--- src/rtl/ptx_pkg.sv ---
package ptx_pkg;
  parameter int unsigned DATA_W = 8;
  localparam int unsigned WORD_W = DATA_W + 1;

  typedef enum logic [1:0] {
    MODE_ISOLATE = 2'b00,
    MODE_A_TO_B  = 2'b01,
    MODE_B_TO_A  = 2'b10,
    MODE_FORCE   = 2'b11
  } xfer_mode_t;

  // returns 1 when the word holds an even number of ones (odd-parity violation)
  function automatic logic word_is_even(input logic [WORD_W-1:0] w);
    return ~(^w);
  endfunction
endpackage

--- src/rtl/ptx_dir_ctrl.sv ---
module ptx_dir_ctrl
  import ptx_pkg::*;
(
  input  logic       clk,
  input  logic       rst_n,
  input  logic       a_en_n,
  input  logic       b_en_n,
  output xfer_mode_t mode,
  output logic       a_oe,
  output logic       b_oe
);
  always_comb begin
    unique case ({a_en_n, b_en_n})
      2'b11:   mode = MODE_ISOLATE;
      2'b10:   mode = MODE_A_TO_B;
      2'b01:   mode = MODE_B_TO_A;
      default: mode = MODE_FORCE;
    endcase
  end

  always_comb begin
    a_oe = (mode == MODE_B_TO_A);
    b_oe = (mode == MODE_A_TO_B) || (mode == MODE_FORCE);
  end

  AST_ISOLATED: assert property (@(posedge clk) disable iff (!rst_n)
    (a_en_n && b_en_n) |-> (!a_oe && !b_oe));
  AST_ONE_DRIVER: assert property (@(posedge clk) disable iff (!rst_n)
    !(a_oe && b_oe));
endmodule

--- src/rtl/ptx_par_gen.sv ---
module ptx_par_gen
  import ptx_pkg::*;
(
  input  logic [DATA_W-1:0] data,
  input  logic              invert,
  output logic              par
);
  logic odd_bit;
  always_comb begin
    odd_bit = ~(^data);
    par     = odd_bit ^ invert;
  end
endmodule

--- src/rtl/ptx_err_latch.sv ---
module ptx_err_latch (
  input  logic clk,
  input  logic rst_n,
  input  logic live_err,
  input  logic pass_n,
  input  logic clr_n,
  output logic err_n
);
  logic [1:0] rst_sync_q;
  logic       rst_int_n;
  logic       held_err_q, held_err_d;
  logic       held_en;

  always_ff @(posedge clk or negedge rst_n) begin
    if (!rst_n) rst_sync_q <= 2'b00;
    else        rst_sync_q <= {rst_sync_q[0], 1'b1};
  end
  assign rst_int_n = rst_sync_q[1];

  always_comb begin
    held_en    = !clr_n || !pass_n;
    held_err_d = clr_n ? live_err : 1'b0;
  end

  always_ff @(posedge clk or negedge rst_int_n) begin
    if (!rst_int_n)   held_err_q <= 1'b0;
    else if (held_en) held_err_q <= held_err_d;
  end

  always_comb begin
    if (!clr_n)       err_n = 1'b1;
    else if (!pass_n) err_n = !live_err;
    else              err_n = !held_err_q;
  end

  AST_HOLD: assert property (@(posedge clk) disable iff (!rst_n)
    ($past(pass_n) && $past(clr_n) && pass_n && clr_n) |-> (err_n == $past(err_n)));
  AST_CLR_HIGH: assert property (@(posedge clk) disable iff (!rst_n)
    !clr_n |-> err_n);
  AST_CLR_STORE: assert property (@(posedge clk) disable iff (!rst_n)
    ($past(!clr_n) && pass_n && clr_n) |-> err_n);
endmodule

--- src/rtl/ptx_parity_xcvr.sv ---
module ptx_parity_xcvr
  import ptx_pkg::*;
(
  input  logic              clk,
  input  logic              rst_n,
  input  logic              a_en_n,
  input  logic              b_en_n,
  input  logic              pass_n,
  input  logic              clr_n,
  input  logic [DATA_W-1:0] a_in,
  output logic [DATA_W-1:0] a_out,
  output logic              a_oe,
  input  logic [DATA_W-1:0] b_data_in,
  input  logic              b_par_in,
  output logic [DATA_W-1:0] b_data_out,
  output logic              b_par_out,
  output logic              b_oe,
  output logic              err_n
);
  xfer_mode_t        mode;
  logic              gen_par;
  logic [WORD_W-1:0] chk_word;
  logic              live_err;

  ptx_dir_ctrl i_dir (
    .clk(clk), .rst_n(rst_n), .a_en_n(a_en_n), .b_en_n(b_en_n),
    .mode(mode), .a_oe(a_oe), .b_oe(b_oe)
  );

  ptx_par_gen i_gen (
    .data(a_in), .invert(mode == MODE_FORCE), .par(gen_par)
  );

  always_comb begin
    a_out      = b_data_in;
    b_data_out = a_in;
    b_par_out  = gen_par;
    chk_word   = b_oe ? {a_in, gen_par} : {b_data_in, b_par_in};
    live_err   = word_is_even(chk_word);
  end

  ptx_err_latch i_latch (
    .clk(clk), .rst_n(rst_n), .live_err(live_err),
    .pass_n(pass_n), .clr_n(clr_n), .err_n(err_n)
  );

  AST_ODD_OUT: assert property (@(posedge clk) disable iff (!rst_n)
    (!b_en_n && a_en_n) |-> (b_oe && (^{b_data_out, b_par_out})));
  AST_FORCED: assert property (@(posedge clk) disable iff (!rst_n)
    (!b_en_n && !a_en_n) |-> (b_oe && !(^{b_data_out, b_par_out})));
  AST_B_TO_A: assert property (@(posedge clk) disable iff (!rst_n)
    (!a_en_n && b_en_n) |-> (a_oe && a_out == b_data_in));
  AST_PASS_FLAG: assert property (@(posedge clk) disable iff (!rst_n)
    (!pass_n && clr_n && b_oe) |-> (err_n == (^{b_data_out, b_par_out})));
endmodule

--- config.mk ---
export PLATFORM = sky130hd
export DESIGN_NAME = ptx_parity_xcvr
export DESIGN_NICKNAME = d
export VERILOG_FILES = /design/src/rtl/ptx_pkg.sv /design/src/rtl/ptx_dir_ctrl.sv /design/src/rtl/ptx_par_gen.sv /design/src/rtl/ptx_err_latch.sv /design/src/rtl/ptx_parity_xcvr.sv
export SDC_FILE = /design/constraint.sdc
export NUM_CORES = 1
export LEC_CHECK = 0
export BUFFER_PORTS_ARGS = -buffer_cell sky130_fd_sc_hd__buf_2
export CAP_MARGIN = 20
export CORE_AREA = 2 2 39 41
export DETAILED_ROUTE_END_ITERATION = 12
export DIE_AREA = 0 0 41 43
export GPL_TIMING_DRIVEN = 0
export PLACE_DENSITY = 0.73
export SLEW_MARGIN = 10
export SYNTH_ARGS = -nofsm -noshare
export SYNTH_HDL_FRONTEND = slang
export SYNTH_SLANG_ARGS = --single-unit
--- constraint.sdc ---
create_clock -name clk -period 3.4 [get_ports clk]
set_clock_uncertainty 0.1 [all_clocks]
set_input_delay 0.85 -clock clk [delete_from_list [all_inputs] [get_ports clk]]
set_output_delay 0.85 -clock clk [all_outputs]
set_load 0.05 [all_outputs]
==> results.md, run 1 <==
- Status: completed
- Worst skew pair latency: 0.23 ns
- Die Footprint: around 1800 um^2
- Final hold viol count: 0
- Largest area contributor in the netlist: buf_4
- Vias post-DR: about 430
- Pin count of the biggest net entering global routing: 4
- Max Cap Violations: 0
- Synth Flop Type: dfrtp_1
- Critical path type: primary input to primary output
- Setup crit end kind: primary output
- Initial antenna violation count: 0
- Sink Count: 3
- Worst vdd ir: 0.199 mV
- Die Span Y: between 40 and 50 um
- Async SR Flop Fraction: 1.00
- Sequential fraction of the synthesis area: 0.186
- Yosys warns: 0
- Top Ports: between 40 and 50
- Nets@finish: approximately 120
- Worst Path Required: between 2 and 2.5 ns
- Achievable Freq: approximately 340 MHz
- Clock tree buffer depth: 2
- Gr usage total: 0.0978
- CTS tree: done
- Total power per unit cell area: between 300 and 400 nW/um^2
- Core Area: 1380 um^2
- DRT Pass-1 Iters: 3
- Number of global-route vias before repair: between 300 and 400
- CTS buffer count: 3
- Startpoint Class: primary input
- EDFF count, synth: 0
- Most frequent cell after synthesis: buf_4
- DP HPWL: between 700 and 800 um
- Number of routed nets with antenna violations: 0
- Synth top area share: 0.297
- DRC: 0
- Synth unique cells: 16
- Final setup fails: 0
- N_diodes: 0
- DRC violation total after the first TritonRoute iteration: 1
- Top post-synthesis cells by count: buf_4, xnor2_1, dfrtp_1, nor2_1
- Multi-input combinational cell area: 201 um^2
- Final Max Slew Viols: 0
- Setup TNS: 0 ns
- Setup bufs post-CTS: 0
- Chip Width: about 41 um
- Root buffer cell: clkbuf_4
- RSZ-0062 raised after global routing: no
- Drt total wl: around 800 um
- Share of layout cells above drive strength 1: 0.663
- Critical path data arrival time: 2.00 ns
- Dpl cells: ~100
- Routed vias/inst: about 4.0
- Synthesized cell area: between 400 and 500 um^2
- Fill cell count: about 130
- Total grt overflow: 0
- Clk pin slew, worst setup/hold paths: ~0.030 ns
- FP Rows: 14
- Storage cell area: roughly 75 um^2
- Worst Path Max Fanout: 2
- Finished Layout Cells: about 110
- Mean area per synthesized cell: around 9 um^2
- Syn Inst Count: 45
- Syn nets: between 60 and 70
- First-pass GRT wire length: approximately 1100 um
- IO buf count: between 40 and 50
- #FFs+latches synth: 3
- Area Growth Syn to Fin: 65.9%
- Final core utilization: 0.485
- Min Tclk post-route: 2.95 ns
- H-Tree Depth: 1
- Hold Path Class: register to register
- GPL Wtd Cong: 0.648
- Pleak: 0.392 nW
- Crit share post-route: 0.868
- Wirelength per Cell: between 7 and 8 um
- Top post-synthesis cells by area: buf_4, xnor2_1, dfrtp_1
- Initial Utilization: 0.292
-- through the flow --
| step | worst slack (ns) | total power, mW | area, um^2 | hold slack (ns) |
|---|---|---|---|---|
| global placement | 0.468 | 0.191 | 634 | -0.104 |
| global route | 0.361 | 0.274 | 671 | 0.251 |
| floorplan | 0.344 | 0.158 | 404 | -0.106 |
| detailed placement | 0.444 | 0.194 | 634 | -0.103 |
| finish | 0.450 | 0.255 | 671 | 0.247 |
| CTS | 0.432 | 0.261 | 671 | 0.250 |
-- state kept, by name, indices dropped and copies added, names as in the netlist --
signal and cells:
i_latch.held_err_q 1, i_latch.rst_sync_q 2
-- path summary, 6_finish.rpt --
| kind | cells past startpoint | to | startpoint | slack, ns |
|---|---|---|---|---|
| max | 6 | err_n | b_data_in[2] | 0.45 |
| min | 0 | i_latch.rst_sync_q[1] | i_latch.rst_sync_q[0] | 0.25 |
| max reg2reg | 3 | i_latch.held_err_q | i_latch.held_err_q | 2.46 |
| min reg2reg | 0 | i_latch.rst_sync_q[1] | i_latch.rst_sync_q[0] | 0.25 |
| max in group asynchronous | 1 | i_latch.held_err_q | i_latch.rst_sync_q[1] | 2.67 |
| min in group asynchronous | 1 | i_latch.rst_sync_q[1] | rst_n | 0.30 |
-- cells in the final DEF (no fill, tap or decap), types with 2 or more instances in the layout --
master,synthesis,final
buf_2,0,42
buf_4,16,16
xnor2_1,9,9
nor2_1,3,3
clkbuf_4,0,3
dfrtp_1,3,3
xor2_1,2,2
inv_1,2,2
-- power by group --
part	internal (mW)	switching, mW
Combinational	0.0591	0.0948
Clock	0.0440	0.0180
Sequential	0.0383	0.000470
Total	0.141	0.113
-- metal layers --
metal / global-route usage / vias up / routed length (um)
met4: 0.0800 / 0 / 16
met1: 0.0879 / 173 / 255
li1: - / 216 / -
met3: 0.0314 / 2 / 152
met2: 0.163 / 38 / 371
met5: 0 / - / 0
-- cell type report --
| class | instances | area share |
|---|---|---|
| repair buffers | 43 | 0.328 |
| well taps | 16 | 0.0299 |
| multi-input cells | 24 | 0.300 |
| clock buffers | 4 | 0.0392 |
| flip-flops and latches | 3 | 0.112 |
| inverters | 2 | 0.0112 |
| plain buffers | 16 | 0.179 |
-- worst max-delay path, stage by stage --
cell and delay, ns:
buf_2 0.11, xor2_1 0.15, xnor3_1 0.42, mux2i_1 0.19, nand2_1 0.07, buf_2 0.21
-- cells by family after synthesis --
logic type,synth area share
buf+inv,0.316
xor+xnor,0.353
simple gates,0.0836
flops,0.186
compound gates,0.0279
mux,0.0248
other cells,0.00928
-- repair_timing --
item / in CTS / in global routing
hold buffers: 1 / 0
gates resized for setup: 0 / 0
hold endpoints to repair: 1 / 0
(Power assumes the default switching activity.)
==> inputs of run 2 (changes only) <==
- ABC_AREA: default -> 1
- CORE_AREA: 2 2 39 41 -> default
- CORE_UTILIZATION: default -> 47
- DIE_AREA: 0 0 41 43 -> default
- PLACE_DENSITY: 0.73 -> 0.85
==> results.md, run 2 <==
- GR peak layer: met2
- Clock power frac: 0.219 (-0.024)
- Setup crit end kind: primary output
- Worst path max stage delay: 0.23 ns (-0.19 ns)
- Seq pwr share: 0.139 (-0.013)
- Area Growth Syn to Fin: 35.0%
- Vias post-DR: 977 (+130%)
- DRT Pass-1 Iters: 4 (+1)
- Async SR Flop Fraction: 1.00 (unchanged)
- Placed cell area: 998 um^2 (+57%)
- Power consumption: 0.280 mW (+9.9%)
- DP HPWL: 1520 um (+110%)
- Met3 Use GR: 0.0388 (+0.00738)
- Chip Width: 42.4 um (+3.5%)
- Synth unique cells: 19 (+3)
- Yosys warns: 0 (unchanged)
- Combinational group share of total power: 0.641 (+0.037)
- Total grt overflow: 0 (unchanged)
- Min Tclk post-route: 3.24 ns (+0.289 ns)
- #FFs+latches synth: 3 (unchanged)
- FP Rows: 14 (unchanged)
- Worst vdd ir: 0.238 mV (+19%)
- Synthesized cell area: 768 um^2 (+90%)
- DRC: 0 (unchanged)
- Net switching power: 0.137 mW (+21%)
- First-pass GRT wire length: 2980 um (+160%)
- Post-layout worst setup margin: 0.161 ns (-0.289 ns)
- Worst Path Max Fanout: 10 (+8)
- Startpoint Class: primary input
- Clk pin slew, worst setup/hold paths: 0.04 ns (about the same)
- IO buf count: 42 (unchanged)
- EDFF count, synth: 0 (unchanged)
- Sequential fraction of the synthesis area: 0.0977 (-0.0880)
- Wirelength per Cell: 8.34 um (+13%)
- Drt total wl: 1840 um (+130%)
- GPL Wtd Cong: 0.848 (+31%)
- Initial Utilization: 0.504 (+0.212)
- Nets@finish: 228 (+97%)
- CP Cell Sequence: buf_2 > inv_2 > buf_6 > nand2_1 > o21ai_1 > nand2_1 > nand2_1 > nand2_1 > nand2_1 > nand2_1 > nand3_1 > nand2_1 > nand2_1 > nand3_1 > nand2_2 > clkbuf_4
- Grt met2 use: 0.388 (+0.225)
- Share of layout cells above drive strength 1: 0.338 (-0.325)
- Pin count of the biggest net entering global routing: 11 (+7)
- CP top delay family: simple AND/OR/NAND/NOR gates
- Die Span Y: 42.4 um (-1.3%)
- Routed vias/inst: 4.44 (+12%)
- Final hold viol count: 0 (unchanged)
- Initial antenna violation count: 0 (unchanged)
- Syn Inst Count: 157 (+250%)
- Largest registers: i_latch.rst_sync_q: 2 flops, i_latch.held_err_q: 1 flops
- Sink Count: 3 (unchanged)
- Synth Flop Type: dfrtp_1
- Top Ports: 43 (unchanged)
- GR Layer Usage met1: 0.223 (+0.135)
- Top post-synthesis cells by count: nand2_1, inv_1, buf_4
- Commonest non-fill, non-tap cell in the layout: nand2_1
- CTS tree: done
- Largest area contributor in the netlist: nand2_1
- Top post-synthesis cells by area: nand2_1, buf_4, dfrtp_1
- Most flops, register: i_latch.rst_sync_q
- Mean area per synthesized cell: 4.89 um^2 (-46%)
- Crit share post-route: 0.953 (+0.0849)
- Max Cap Violations: 0 (unchanged)
- Root buffer cell: clkbuf_4
- Hold Path Class: register to register
- Syn nets: 180 (+160%)
- Max FFs per register: 2 (unchanged)
- Place WS: 0.169 ns (-0.274 ns)
- P_int: 0.143 mW (+0.99%)
- H-Tree Depth: 1 (unchanged)
- CP dominant cell by count: nand2_1
- Die Footprint: 1800 um^2 (+2.1%)
- Achievable Freq: 309 MHz (-8.9%)
- Dpl cells: 215 (+110%)
- CP Buf/Inv Count: 4 (+2)
- Gr usage total: 0.205 (+0.108)
- Critical path type: primary input to primary output
- Clock tree buffer depth: 2 (unchanged)
- DRC violation total after the first TritonRoute iteration: 22 (+21)
- Finished Layout Cells: 220 (+100%)
- CTS buffer count: 3 (unchanged)
- Critical path data arrival time: 2.29 ns (+0.29 ns)
- Most frequent cell after synthesis: nand2_1
- Core Area: 1520 um^2 (+10%)
- Number of global-route vias before repair: 871 (+140%)
- N_diodes: 0 (unchanged)
- Pleak: 0.727 nW (+86%)
- Total power per unit cell area: 270 nW/um^2 (-29%)
- Synth top area share: 0.430 (+0.133)
- Final setup fails: 0 (unchanged)
- Worst Path Required: 2.45 ns (about the same)
- Status: completed
- Final Max Slew Viols: 0 (unchanged)
- Net Sw Frac: 0.490 (+0.0452)
- Worst skew pair latency: 0.23 ns (about the same)
- Design area: 1040 um^2 (+55%)
- Most frequent cells in the layout: nand2_1, buf_2, inv_1
- Critical path's slowest cell: clkbuf_4
- Number of routed nets with antenna violations: 0 (unchanged)
- Setup bufs post-CTS: 0 (unchanged)
-- run 2: layout make-up --
class | instances | area, um^2
fillers | 153 | 487
multi-input cells | 114 | 470
repair buffers | 43 | 223
plain buffers | 19 | 144
inverters | 21 | 78.8
flip-flops and latches | 3 | 75.1
clock buffers | 4 | 26.3
well taps | 16 | 20.0
-- run 2: worst paths after layout --
kind	startpoint	endpoint	slack, ns	cells after the start
min	i_latch.rst_sync_q[0]	i_latch.rst_sync_q[1]	0.26	0
max in group asynchronous	i_latch.rst_sync_q[1]	i_latch.held_err_q	2.64	1
max reg2reg	i_latch.held_err_q	i_latch.held_err_q	2.53	3
max	b_en_n	err_n	0.16	16
min reg2reg	i_latch.rst_sync_q[0]	i_latch.rst_sync_q[1]	0.26	0
min in group asynchronous	rst_n	i_latch.rst_sync_q[1]	0.30	1
-- run 2: through the flow --
step                      setup TNS [ns]  utilization  hold WS, ns
final                                  0        0.681        0.259
after global routing             -0.0475        0.681        0.261
after CTS                              0        0.679        0.262
after detailed placement               0        0.655      -0.0995
after global placement                 0        0.655       -0.104
after floorplan                        0            -       -0.106
-- run 2: routing by layer --
layer	up-vias	wire, um	part of all wire
met3	6	111	0.060
met5	-	0	0
met4	0	22	0.012
li1	543	-	-
met2	35	945	0.51
met1	393	756	0.41
-- run 2: kinds of logic after synthesis --
logic type             share of synthesized area
AND/OR/NAND/NOR                            0.528
buffers and inverters                      0.290
AO/OA/AOI/OAI                             0.0684
other                                    0.00488
XOR/XNOR                                  0.0114
flip-flops                                0.0977
-- run 2: power by group through the flow --
stage | Clock (mW) | Combinational, mW | Sequential [mW]
after floorplan | 0 | 0.134 | 0.0392
after global placement | 0 | 0.173 | 0.0393
after detailed placement | 0 | 0.177 | 0.0396
after CTS | 0.0631 | 0.179 | 0.0390
after global routing | 0.0648 | 0.197 | 0.0392
final | 0.0614 | 0.180 | 0.0390
-- run 2: what timing repair did --
item | CTS | global route
setup endpoints to repair | 0 | 1
hold buffers | 1 | 0
hold endpoints to repair | 1 | 0
gates resized for setup | 0 | 1
==> inputs of run 3 (changes only) <==
- CAP_MARGIN: 20 -> default
- CELL_PAD_IN_SITES_DETAIL_PLACEMENT: default -> 1
- CELL_PAD_IN_SITES_GLOBAL_PLACEMENT: default -> 2
- CORE_ASPECT_RATIO: default -> 0.7
- CORE_UTILIZATION: 47 -> 20
- PLACE_DENSITY: 0.85 -> 0.84
==> results.md, run 3 (synthesis gave the netlist of run 2 again) <==
- CP dominant cell by count: nand2_1
- Most frequent cells in the layout: nand2_1, buf_2, inv_1
- Post-layout worst setup margin: 0.240 ns (+0.0791 ns)
- H-Tree Depth: 1 (unchanged)
- Worst vdd ir: 0.129 mV (-46%)
- Pleak: 0.746 nW (+2.5%)
- Status: completed
- Fill cell count: 504 (+230%)
- Chip Width: 76.1 um (+79%)
- Critical path data arrival time: 2.21 ns (-0.08 ns)
- Initial Utilization: 0.213 (-0.291)
- Die Footprint: 4100 um^2 (+130%)
- Wirelength per Cell: 8.64 um (+3.6%)
- Clk pin slew, worst setup/hold paths: 0.03 ns (about the same)
- IO buf count: 42 (unchanged)
- Worst path max stage delay: 0.15 ns (-0.08 ns)
- Final hold viol count: 0 (unchanged)
- Largest registers: i_latch.rst_sync_q: 2 flops, i_latch.held_err_q: 1 flops
- Power consumption: 0.330 mW (+18%)
- Die Span Y: 53.9 um (+27%)
- Worst skew pair latency: 0.22 ns (about the same)
- Critical path's slowest cell: buf_2
- Share of layout cells above drive strength 1: 0.341 (+0.00323)
- Area Growth Syn to Fin: 46.3%
- Gr usage total: 0.113 (-0.0924)
- Place WS: 0.116 ns (-0.0535 ns)
- Commonest non-fill, non-tap cell in the layout: nand2_1
- CP Cell Sequence: buf_2 > inv_4 > buf_8 > nand2_1 > o21ai_1 > nand2_1 > nand2_1 > nand2_1 > nand2_1 > nand2_1 > nand2_1 > nand2_1 > nand2_1 > nand2_1 > nand3_1 > nand2_2 > buf_8
- CTS buffer count: 3 (unchanged)
- Worst Path Required: 2.45 ns (about the same)
- Critical path type: primary input to primary output
- DRC violation total after the first TritonRoute iteration: 20 (-9.1%)
- Routed vias/inst: 3.87 (-13%)
- Max Cap Violations: 0 (unchanged)
- Sink Count: 3 (unchanged)
- Min Tclk post-route: 3.16 ns (-0.0791 ns)
- Final setup fails: 0 (unchanged)
- Final core utilization: 0.312 (-0.369)
- Final Max Slew Viols: 0 (unchanged)
- Most flops, register: i_latch.rst_sync_q
- Achievable Freq: 317 MHz (+2.5%)
- Worst Path Max Fanout: 10 (unchanged)
- Setup crit end kind: primary output
- CTS tree: done
- Nets@finish: 229 (+0.44%)
- Vias post-DR: 988 (+1.1%)
- Drt total wl: 2200 um (+20%)
- Pin count of the biggest net entering global routing: 11 (unchanged)
- GPL Wtd Cong: 0.711 (-16%)
- Clock tree buffer depth: 2 (unchanged)
- Root buffer cell: clkbuf_8
- Initial antenna violation count: 0 (unchanged)
- Number of routed nets with antenna violations: 0 (unchanged)
- Startpoint Class: primary input
- Setup bufs post-CTS: 0 (unchanged)
- Core Area: 3600 um^2 (+140%)
- DP HPWL: 1890 um (+24%)
- Max FFs per register: 2 (unchanged)
- FP Rows: 18 (+4)
- Number of global-route vias before repair: 855 (-1.8%)
- Total grt overflow: 0 (unchanged)
- DRC: 0 (unchanged)
- Hold Path Class: register to register
- Top Ports: 43 (unchanged)
- Fin Hold WS: 0.240 ns (-0.0186 ns)
- DRT Pass-1 Iters: 4 (unchanged)
- Setup TNS: 0 ns (unchanged)
- Crit share post-route: 0.929 (-0.0233)
- Total power per unit cell area: 294 nW/um^2 (+8.8%)
- N_diodes: 0 (unchanged)
- First-pass GRT wire length: 3760 um (+26%)
## run 3: cell count changes in the layout (fill, tap and decap cells not counted), sizes merged
| cell | previous run | this run |
|---|---|---|
| buf | 60 | 62 |
| clkbuf | 5 | 4 |
## run 3: per-stage QoR
stage                     cell area, um^2  instances
after floorplan                       768        157
after global placement               1040        249
after detailed placement             1040        249
after CTS                            1100        254
after global routing                 1120        255
final                                1120        255
## run 3: worst paths after layout
| path | startpoint | to | slack, ns | cells after the start |
|---|---|---|---|---|
| max in group asynchronous | i_latch.rst_sync_q[1] | i_latch.held_err_q | 2.66 | 1 |
| worst max-delay path | b_en_n | err_n | 0.24 | 17 |
| worst min register to register | i_latch.rst_sync_q[0] | i_latch.rst_sync_q[1] | 0.24 | 0 |
| worst min-delay path | i_latch.rst_sync_q[0] | i_latch.rst_sync_q[1] | 0.24 | 0 |
| worst max register to register | i_latch.held_err_q | i_latch.held_err_q | 2.52 | 3 |
| min in group asynchronous | rst_n | i_latch.rst_sync_q[1] | 0.31 | 1 |
## run 3: power breakdown
group          switching (mW)  internal [mW]
clock                  0.0242         0.0800
combinational           0.123         0.0641
sequential           0.000649         0.0383
## run 3: critical path, delay by kind of cell
family,cells,cell delay (ns)
buffers and inverters,4,0.55
and+or+nand+nor,12,0.73
AOI/OAI and AO/OA,1,0.07
## run 3: layout make-up
cell class	instances	area, um^2	share of cell area
sequential	3	75.1	0.0668
clock buffer	4	45.0	0.0401
inverter	21	81.3	0.0724
tap	50	62.6	0.0557
timing repair buffer	44	235	0.209
multi-input combinational	114	470	0.419
buffer	19	154	0.137
## run 3: per-layer routing
layer  vias to the layer above  routed length (um)  global-route usage
met4                         0                   0                   0
met1                       411                1200               0.163
li1                        547                   -                   -
met2                        30                 858               0.183
met3                         0                 147              0.0254
met5                         -                   0                   0
## run 3: what timing repair did
item                                   in CTS  in global routing
endpoints found under the hold margin       1                  0
setup endpoints to repair                   0                  1
gates resized for setup                     0                 10
hold buffers                                1                  0
